File: src/rtl/resync_pkg.sv
`timescale 1ns/1ps
package resync_pkg;
    typedef enum logic [1:0] {
        ST_FREE    = 2'd0,
        ST_HALT    = 2'd1,
        ST_ALIGNED = 2'd2
    } rs_state_e;
endpackage

File: src/rtl/host_edge_sync.sv
`timescale 1ns/1ps
module host_edge_sync #(
    parameter int STAGES = 2
) (
    input  logic clk_i,
    input  logic rst_ni,
    input  logic async_i,
    output logic fall_o
);
    logic [STAGES-1:0] chain_q;
    logic              prev_q;
    logic              synced;

    generate
        if (STAGES == 1) begin : g_one
            always_ff @(posedge clk_i) begin
                if (!rst_ni) chain_q <= '0;
                else         chain_q <= async_i;
            end
        end else begin : g_many
            always_ff @(posedge clk_i) begin
                if (!rst_ni) chain_q <= '0;
                else         chain_q <= {chain_q[STAGES-2:0], async_i};
            end
        end
    endgenerate

    assign synced = chain_q[STAGES-1];

    always_ff @(posedge clk_i) begin
        if (!rst_ni) prev_q <= 1'b0;
        else         prev_q <= synced;
    end

    assign fall_o = prev_q & ~synced;

    // a detected edge never repeats on consecutive cycles
    a_r5_single_pulse: assert property (@(posedge clk_i) disable iff (!rst_ni)
        fall_o |=> !fall_o);
endmodule

File: src/rtl/phase_div.sv
`timescale 1ns/1ps
module phase_div #(
    parameter int DIV = 12
) (
    input  logic                    clk_i,
    input  logic                    rst_ni,
    input  logic                    hold_i,
    input  logic                    load_i,
    input  logic                    clear_i,
    output logic [$clog2(DIV)-1:0]  cnt_o,
    output logic                    phase_o,
    output logic                    rise_en_o
);
    localparam int CW   = $clog2(DIV);
    localparam int HALF = DIV / 2;

    logic [CW-1:0] cnt_q;

    always_ff @(posedge clk_i) begin
        if (!rst_ni)       cnt_q <= '0;
        else if (clear_i)  cnt_q <= '0;
        else if (load_i)   cnt_q <= CW'(HALF);
        else if (hold_i)   cnt_q <= cnt_q;
        else if (cnt_q == CW'(DIV - 1)) cnt_q <= '0;
        else               cnt_q <= cnt_q + 1'b1;
    end

    assign cnt_o     = cnt_q;
    assign phase_o   = (cnt_q < CW'(HALF));
    assign rise_en_o = (cnt_q == '0) && !hold_i;

    // a held divider keeps its count
    a_r4_hold_stable: assert property (@(posedge clk_i) disable iff (!rst_ni)
        (hold_i && !load_i && !clear_i) |=> $stable(cnt_q));
    // a load places the local falling edge
    a_r5_load_half: assert property (@(posedge clk_i) disable iff (!rst_ni)
        (load_i && !clear_i) |=> (cnt_q == CW'(HALF)) && !phase_o);
    // the count wraps after its last value
    a_r2_wrap: assert property (@(posedge clk_i) disable iff (!rst_ni)
        (!hold_i && !load_i && !clear_i && cnt_q == CW'(DIV - 1)) |=> cnt_q == '0);
    // the count stays inside the period
    a_r2_range: assert property (@(posedge clk_i) disable iff (!rst_ni)
        cnt_q < CW'(DIV));
endmodule

File: src/rtl/resync_fsm.sv
`timescale 1ns/1ps
module resync_fsm
    import resync_pkg::*;
#(
    parameter int TIMEOUT = 24
) (
    input  logic clk_i,
    input  logic rst_ni,
    input  logic req_i,
    input  logic fall_i,
    output logic hold_o,
    output logic load_o,
    output logic clear_o,
    output logic aligned_o,
    output logic timeout_o
);
    localparam int WCW = $clog2(TIMEOUT + 1);

    rs_state_e      state_q, state_d;
    logic           req_q;
    logic [WCW-1:0] wait_q;
    logic           start;
    logic           expired;

    assign start   = req_i & ~req_q;
    assign expired = (state_q == ST_HALT) && (wait_q == WCW'(TIMEOUT - 1)) && !fall_i;

    // state register
    always_ff @(posedge clk_i) begin
        if (!rst_ni) state_q <= ST_FREE;
        else         state_q <= state_d;
    end

    always_comb begin
        state_d = state_q;
        unique case (state_q)
            ST_FREE:    if (start)       state_d = ST_HALT;
            ST_HALT:    if (fall_i)      state_d = ST_ALIGNED;
                        else if (expired) state_d = ST_FREE;
            ST_ALIGNED: if (!req_i)      state_d = ST_FREE;
            default:                     state_d = ST_FREE;
        endcase
    end

    always_ff @(posedge clk_i) begin
        if (!rst_ni) begin
            req_q     <= 1'b0;
            wait_q    <= '0;
            timeout_o <= 1'b0;
        end else begin
            req_q <= req_i;
            if (state_q == ST_FREE && start)  wait_q <= '0;
            else if (state_q == ST_HALT)      wait_q <= wait_q + 1'b1;
            if (state_q == ST_FREE && start)  timeout_o <= 1'b0;
            else if (expired)                 timeout_o <= 1'b1;
        end
    end

    // outputs
    always_comb begin
        hold_o    = 1'b0;
        load_o    = 1'b0;
        clear_o   = 1'b0;
        aligned_o = 1'b0;
        unique case (state_q)
            ST_FREE:    ;
            ST_HALT: begin
                load_o  = fall_i;
                clear_o = expired;
                hold_o  = !fall_i && !expired;
            end
            ST_ALIGNED: aligned_o = 1'b1;
            default:    ;
        endcase
    end

    // the wait never outlasts its window
    a_r7_window: assert property (@(posedge clk_i) disable iff (!rst_ni)
        (state_q == ST_HALT) |-> (wait_q < WCW'(TIMEOUT)));
    // a lock raises the acknowledge next cycle
    a_r5_ack: assert property (@(posedge clk_i) disable iff (!rst_ni)
        load_o |=> aligned_o && !timeout_o);
    // acknowledge persists while the request is held
    a_r6_hold_ack: assert property (@(posedge clk_i) disable iff (!rst_ni)
        (aligned_o && req_i) |=> aligned_o);
    // expiry raises the flag and leaves the wait
    a_r7_flag: assert property (@(posedge clk_i) disable iff (!rst_ni)
        clear_o |=> timeout_o && (state_q == ST_FREE));
    // lock and expiry never act together
    a_r8_exclusive: assert property (@(posedge clk_i) disable iff (!rst_ni)
        $countones({hold_o, load_o, clear_o}) <= 1);
endmodule

File: src/rtl/bus_clk_resync.sv
`timescale 1ns/1ps
module bus_clk_resync #(
    parameter int DIV         = 12,
    parameter int TIMEOUT     = 24,
    parameter int SYNC_STAGES = 2
) (
    input  logic clk_i,
    input  logic rst_ni,
    input  logic host_clk_i,
    input  logic req_i,
    output logic phase_o,
    output logic rise_en_o,
    output logic aligned_o,
    output logic timeout_o
);
    localparam int CW = $clog2(DIV);

    logic          host_fall;
    logic          hold, load, clear;
    logic [CW-1:0] cnt;

    host_edge_sync #(.STAGES(SYNC_STAGES)) u_sync (
        .clk_i   (clk_i),
        .rst_ni  (rst_ni),
        .async_i (host_clk_i),
        .fall_o  (host_fall)
    );

    resync_fsm #(.TIMEOUT(TIMEOUT)) u_fsm (
        .clk_i     (clk_i),
        .rst_ni    (rst_ni),
        .req_i     (req_i),
        .fall_i    (host_fall),
        .hold_o    (hold),
        .load_o    (load),
        .clear_o   (clear),
        .aligned_o (aligned_o),
        .timeout_o (timeout_o)
    );

    phase_div #(.DIV(DIV)) u_div (
        .clk_i     (clk_i),
        .rst_ni    (rst_ni),
        .hold_i    (hold),
        .load_i    (load),
        .clear_i   (clear),
        .cnt_o     (cnt),
        .phase_o   (phase_o),
        .rise_en_o (rise_en_o)
    );

    // an expiry restarts the local period
    a_r7_restart: assert property (@(posedge clk_i) disable iff (!rst_ni)
        $rose(timeout_o) |-> (cnt == '0) && phase_o);
endmodule

File: config.mk
export PLATFORM = sky130hd
export DESIGN_NAME = bus_clk_resync
export DESIGN_NICKNAME = d
export VERILOG_FILES = /design/src/rtl/resync_pkg.sv /design/src/rtl/host_edge_sync.sv /design/src/rtl/phase_div.sv /design/src/rtl/resync_fsm.sv /design/src/rtl/bus_clk_resync.sv
export SDC_FILE = /design/constraint.sdc
export NUM_CORES = 1
export LEC_CHECK = 0
export ABC_AREA = 1
export BUFFER_PORTS_ARGS = -buffer_cell sky130_fd_sc_hd__buf_2
export CAP_MARGIN = 20
export CORE_MARGIN = 3
export CORE_UTILIZATION = 49
export DETAILED_ROUTE_END_ITERATION = 8
export GPL_ROUTABILITY_DRIVEN = 0
export PLACE_DENSITY_LB_ADDON = 0.12
export SLEW_MARGIN = 20
export SYNTH_ARGS = -nofsm -noshare
export SYNTH_HDL_FRONTEND = slang
export SYNTH_SLANG_ARGS = --single-unit
export TNS_END_PERCENT = 10
File: constraint.sdc
create_clock -name clk_i -period 2.7 [get_ports clk_i]
set_input_delay 0.54 -clock clk_i [delete_from_list [all_inputs] [get_ports clk_i]]
set_output_delay 0.54 -clock clk_i [all_outputs]
set_load 0.02 [all_outputs]
==> run_results.csv <==
group,metric,value,unit
drt,antenna_left,0,
synth,number_of_storage_elements_in_the_synthesis_netlist,16,
finish,layout.cells.most_common,"sky130_fd_sc_hd__nand2_1",
cts,ctsHtreeMaxLevel,1,
finish,finish.net_count,119,
setup_path,timing.critical_path.required,2.16,ns
synth,synth.lib_cells_used.distinct,18,
die,boundaryPins,8,
timing,maxSlewViolCount,0,
power,totalPowerFinal,0.482,mW
timing,unrepaired_setup_endpoints_after_global_routing,"no",
drt,detail_route.drc_violations,0,
cts,cts_tree,"yes",
cts,clkSlewWorstSetupHoldPaths,0.09,ns
timing,slew_headroom,0.822,
synth,post-synth-top-area-cell,"sky130_fd_sc_hd__dfxtp_1",
outcome,run_status,"finished, final reports clean",
timing,achievable-frequency,484,MHz
timing,setup-tns-final,0,ns
die,num_rows,13,
global_route,grt_antenna_before_repair,0,
global_route,grtUsageTotal,0.162,
timing,timing.clock.skew,0.00212,ns
cts,clockRootBuffer,"sky130_fd_sc_hd__clkbuf_4",
drt,vias_per_cell,5.25,
cts,numCtsBuffers,3,
hold_path,holdCritPathClass,"in2reg",
synth,syn-cell-area,773,um2
cts,ctsResizeCount,0,
finish,n_fill_cell,142,
timing,final.min_clock_period,2.07,ns
setup_path,worstSetupPathType,"reg2out",
global_route,grt_pass1_vias,617,
cts,clock_path_buffers,2,
power,power_leakage,0.415,nW
global_route,grt_start_max_net_pins,10,
finish,layout-drive-gt1-share,0.162,
die,initial_standard_cell_utilization_of_the_core,0.559,
drt,routed_wirelength,1420,um
finish,layout.cells.most_common_list,"sky130_fd_sc_hd__nand2_1, sky130_fd_sc_hd__inv_1, sky130_fd_sc_hd__dfxtp_1, sky130_fd_sc_hd__nor2_1, sky130_fd_sc_hd__a21oi_1",
finish,num_antenna_cells,0,
cts,insertion_delay,0.29,ns
setup_path,critPathCaptureType,"output pin",
power,worst_ir_drop_vdd,0.308,mV
power,p_per_area,558,mW/mm2
synth,mean_syn_cell_area,7.73,um2
timing,report.final.setup_viol,0,
drt,length_of_the_first_detailed_routing_pass_in_iterations,4,
drt,iteration_0_drc_count_of_the_detailed_router,21,
placed_design,dp_hpwl,1090,um
drt,post_dr_wirelength_cell,11.3,um
setup_path,worstPathMaxFanout,6,
drt,dr_total_vias,662,
cts,post_cts_buffers,0,
finish,area_growth_syn_to_layout,11.7,%
cts,cts-hold-fix-buffers,0,
run,drv.max_cap_violation_count,0,
timing,min_period_over_period,0.765,
synth,synth-seq-area-share,0.414,
synth,synth_area_leaders,"sky130_fd_sc_hd__dfxtp_1, sky130_fd_sc_hd__nand2_1, sky130_fd_sc_hd__inv_1, sky130_fd_sc_hd__a21oi_1, sky130_fd_sc_hd__nand3_1",
die,dieWidth,45.7,um
setup_path,worst_ep_arrival_time,1.53,ns
global_route,gr-total-overflow,0,
cts,clock_sinks,16,
synth,synth_top_cell_area_share,0.414,
global_route,grt_first_pass_wirelength,2460,um
die,die_y,45.7,um
timing,final_hold_viol_count,0,
timing,worst-slew-pin-transition,0.266,ns
die,floorplan.die_area,0.00209,mm2
synth,syn_inst,100,
synth,synth_nets,107,
setup_path,critical_path.startpoint_type,"flop",
placed_design,port_buffers,7,
synth,synth-warning-count,0,
die,placeableCoreArea,0.00138,mm2
cells by family after synthesis:
kind of cell,synth area share
flops,0.414
xor+xnor,0.0340
fa+ha+maj,0.0485
compound gates,0.0663
simple gates,0.348
buf+inv,0.0890
final cells by class:
class                      count  area [um2]  area share
multi-input combinational     67         384       0.445
tap                           15        18.8      0.0217
clock buffer                   4        36.3      0.0420
sequential                    16         320       0.371
timing repair buffer           7        35.0      0.0406
inverter                      17        68.8      0.0797
synthesized netlist by cell type, drive strengths merged:
| master | count |
|---|---|
| a31oi | 1 |
| ha | 3 |
| nand3b | 1 |
| nand2 | 22 |
| dfxtp | 16 |
| a21oi | 9 |
| nor3b | 1 |
| inv | 16 |
| xor2 | 3 |
| nand4 | 6 |
| clkinv | 1 |
| nand3 | 11 |
| nor2 | 10 |
layer usage:
metal,GRT usage,part of all wire
met1,0.192,0.45
met2,0.279,0.50
met5,0,0
met3,0.0356,0.037
met4,0.0682,0.013
registers in the layout, indices dropped and copies added (netlist names):
name and flops:
u_fsm.wait_q 5, u_fsm.req_q 1, u_div.cnt_o 4, u_fsm.state_q 2, u_fsm.timeout_o 1, u_sync.chain_q 2
u_sync.prev_q 1
report_power, final:
group	internal, mW	total [mW]	switching, mW	leakage [nW]
Sequential	0.247	0.260	0.0130	0.131
Clock	0.0821	0.158	0.0757	0.0210
Combinational	0.0239	0.0642	0.0403	0.263
Total	0.353	0.482	0.129	0.415
final timing paths:
| kind | end | start | slack, ns | depth (start not counted) |
|---|---|---|---|---|
| min reg2reg | u_sync.chain_q[1] | u_sync.chain_q[0] | 0.43 | 2 |
| max | rise_en_o | u_fsm.wait_q[0] | 0.63 | 6 |
| min | u_sync.chain_q[0] | host_clk_i | 0.43 | 3 |
| max reg2reg | u_div.cnt_o[3] | u_fsm.wait_q[0] | 1.44 | 6 |
stage by stage:
stage                     cells  worst slack [ns]  instance area, um2  utilization  hold WS (ns)
final                       126             0.634                 863        0.624         0.429
after global routing        126             0.522                 863        0.624         0.456
after CTS                   126             0.614                 863        0.624         0.426
after detailed placement    122             0.942                 827        0.598         0.416
after global placement      122             0.992                 827        0.598         0.409
after floorplan             100             0.988                 773            -         0.390
critical path, cell delays in order (launching register included):
cell and delay [ns]:
sky130_fd_sc_hd__dfxtp_1 0.38, sky130_fd_sc_hd__ha_1 0.22, sky130_fd_sc_hd__nand4_2 0.20, sky130_fd_sc_hd__nand3_4 0.14
sky130_fd_sc_hd__nand2_1 0.06, sky130_fd_sc_hd__nor2_1 0.07, sky130_fd_sc_hd__buf_2 0.17
No activity file was read; power rests on OpenSTA's default activity.
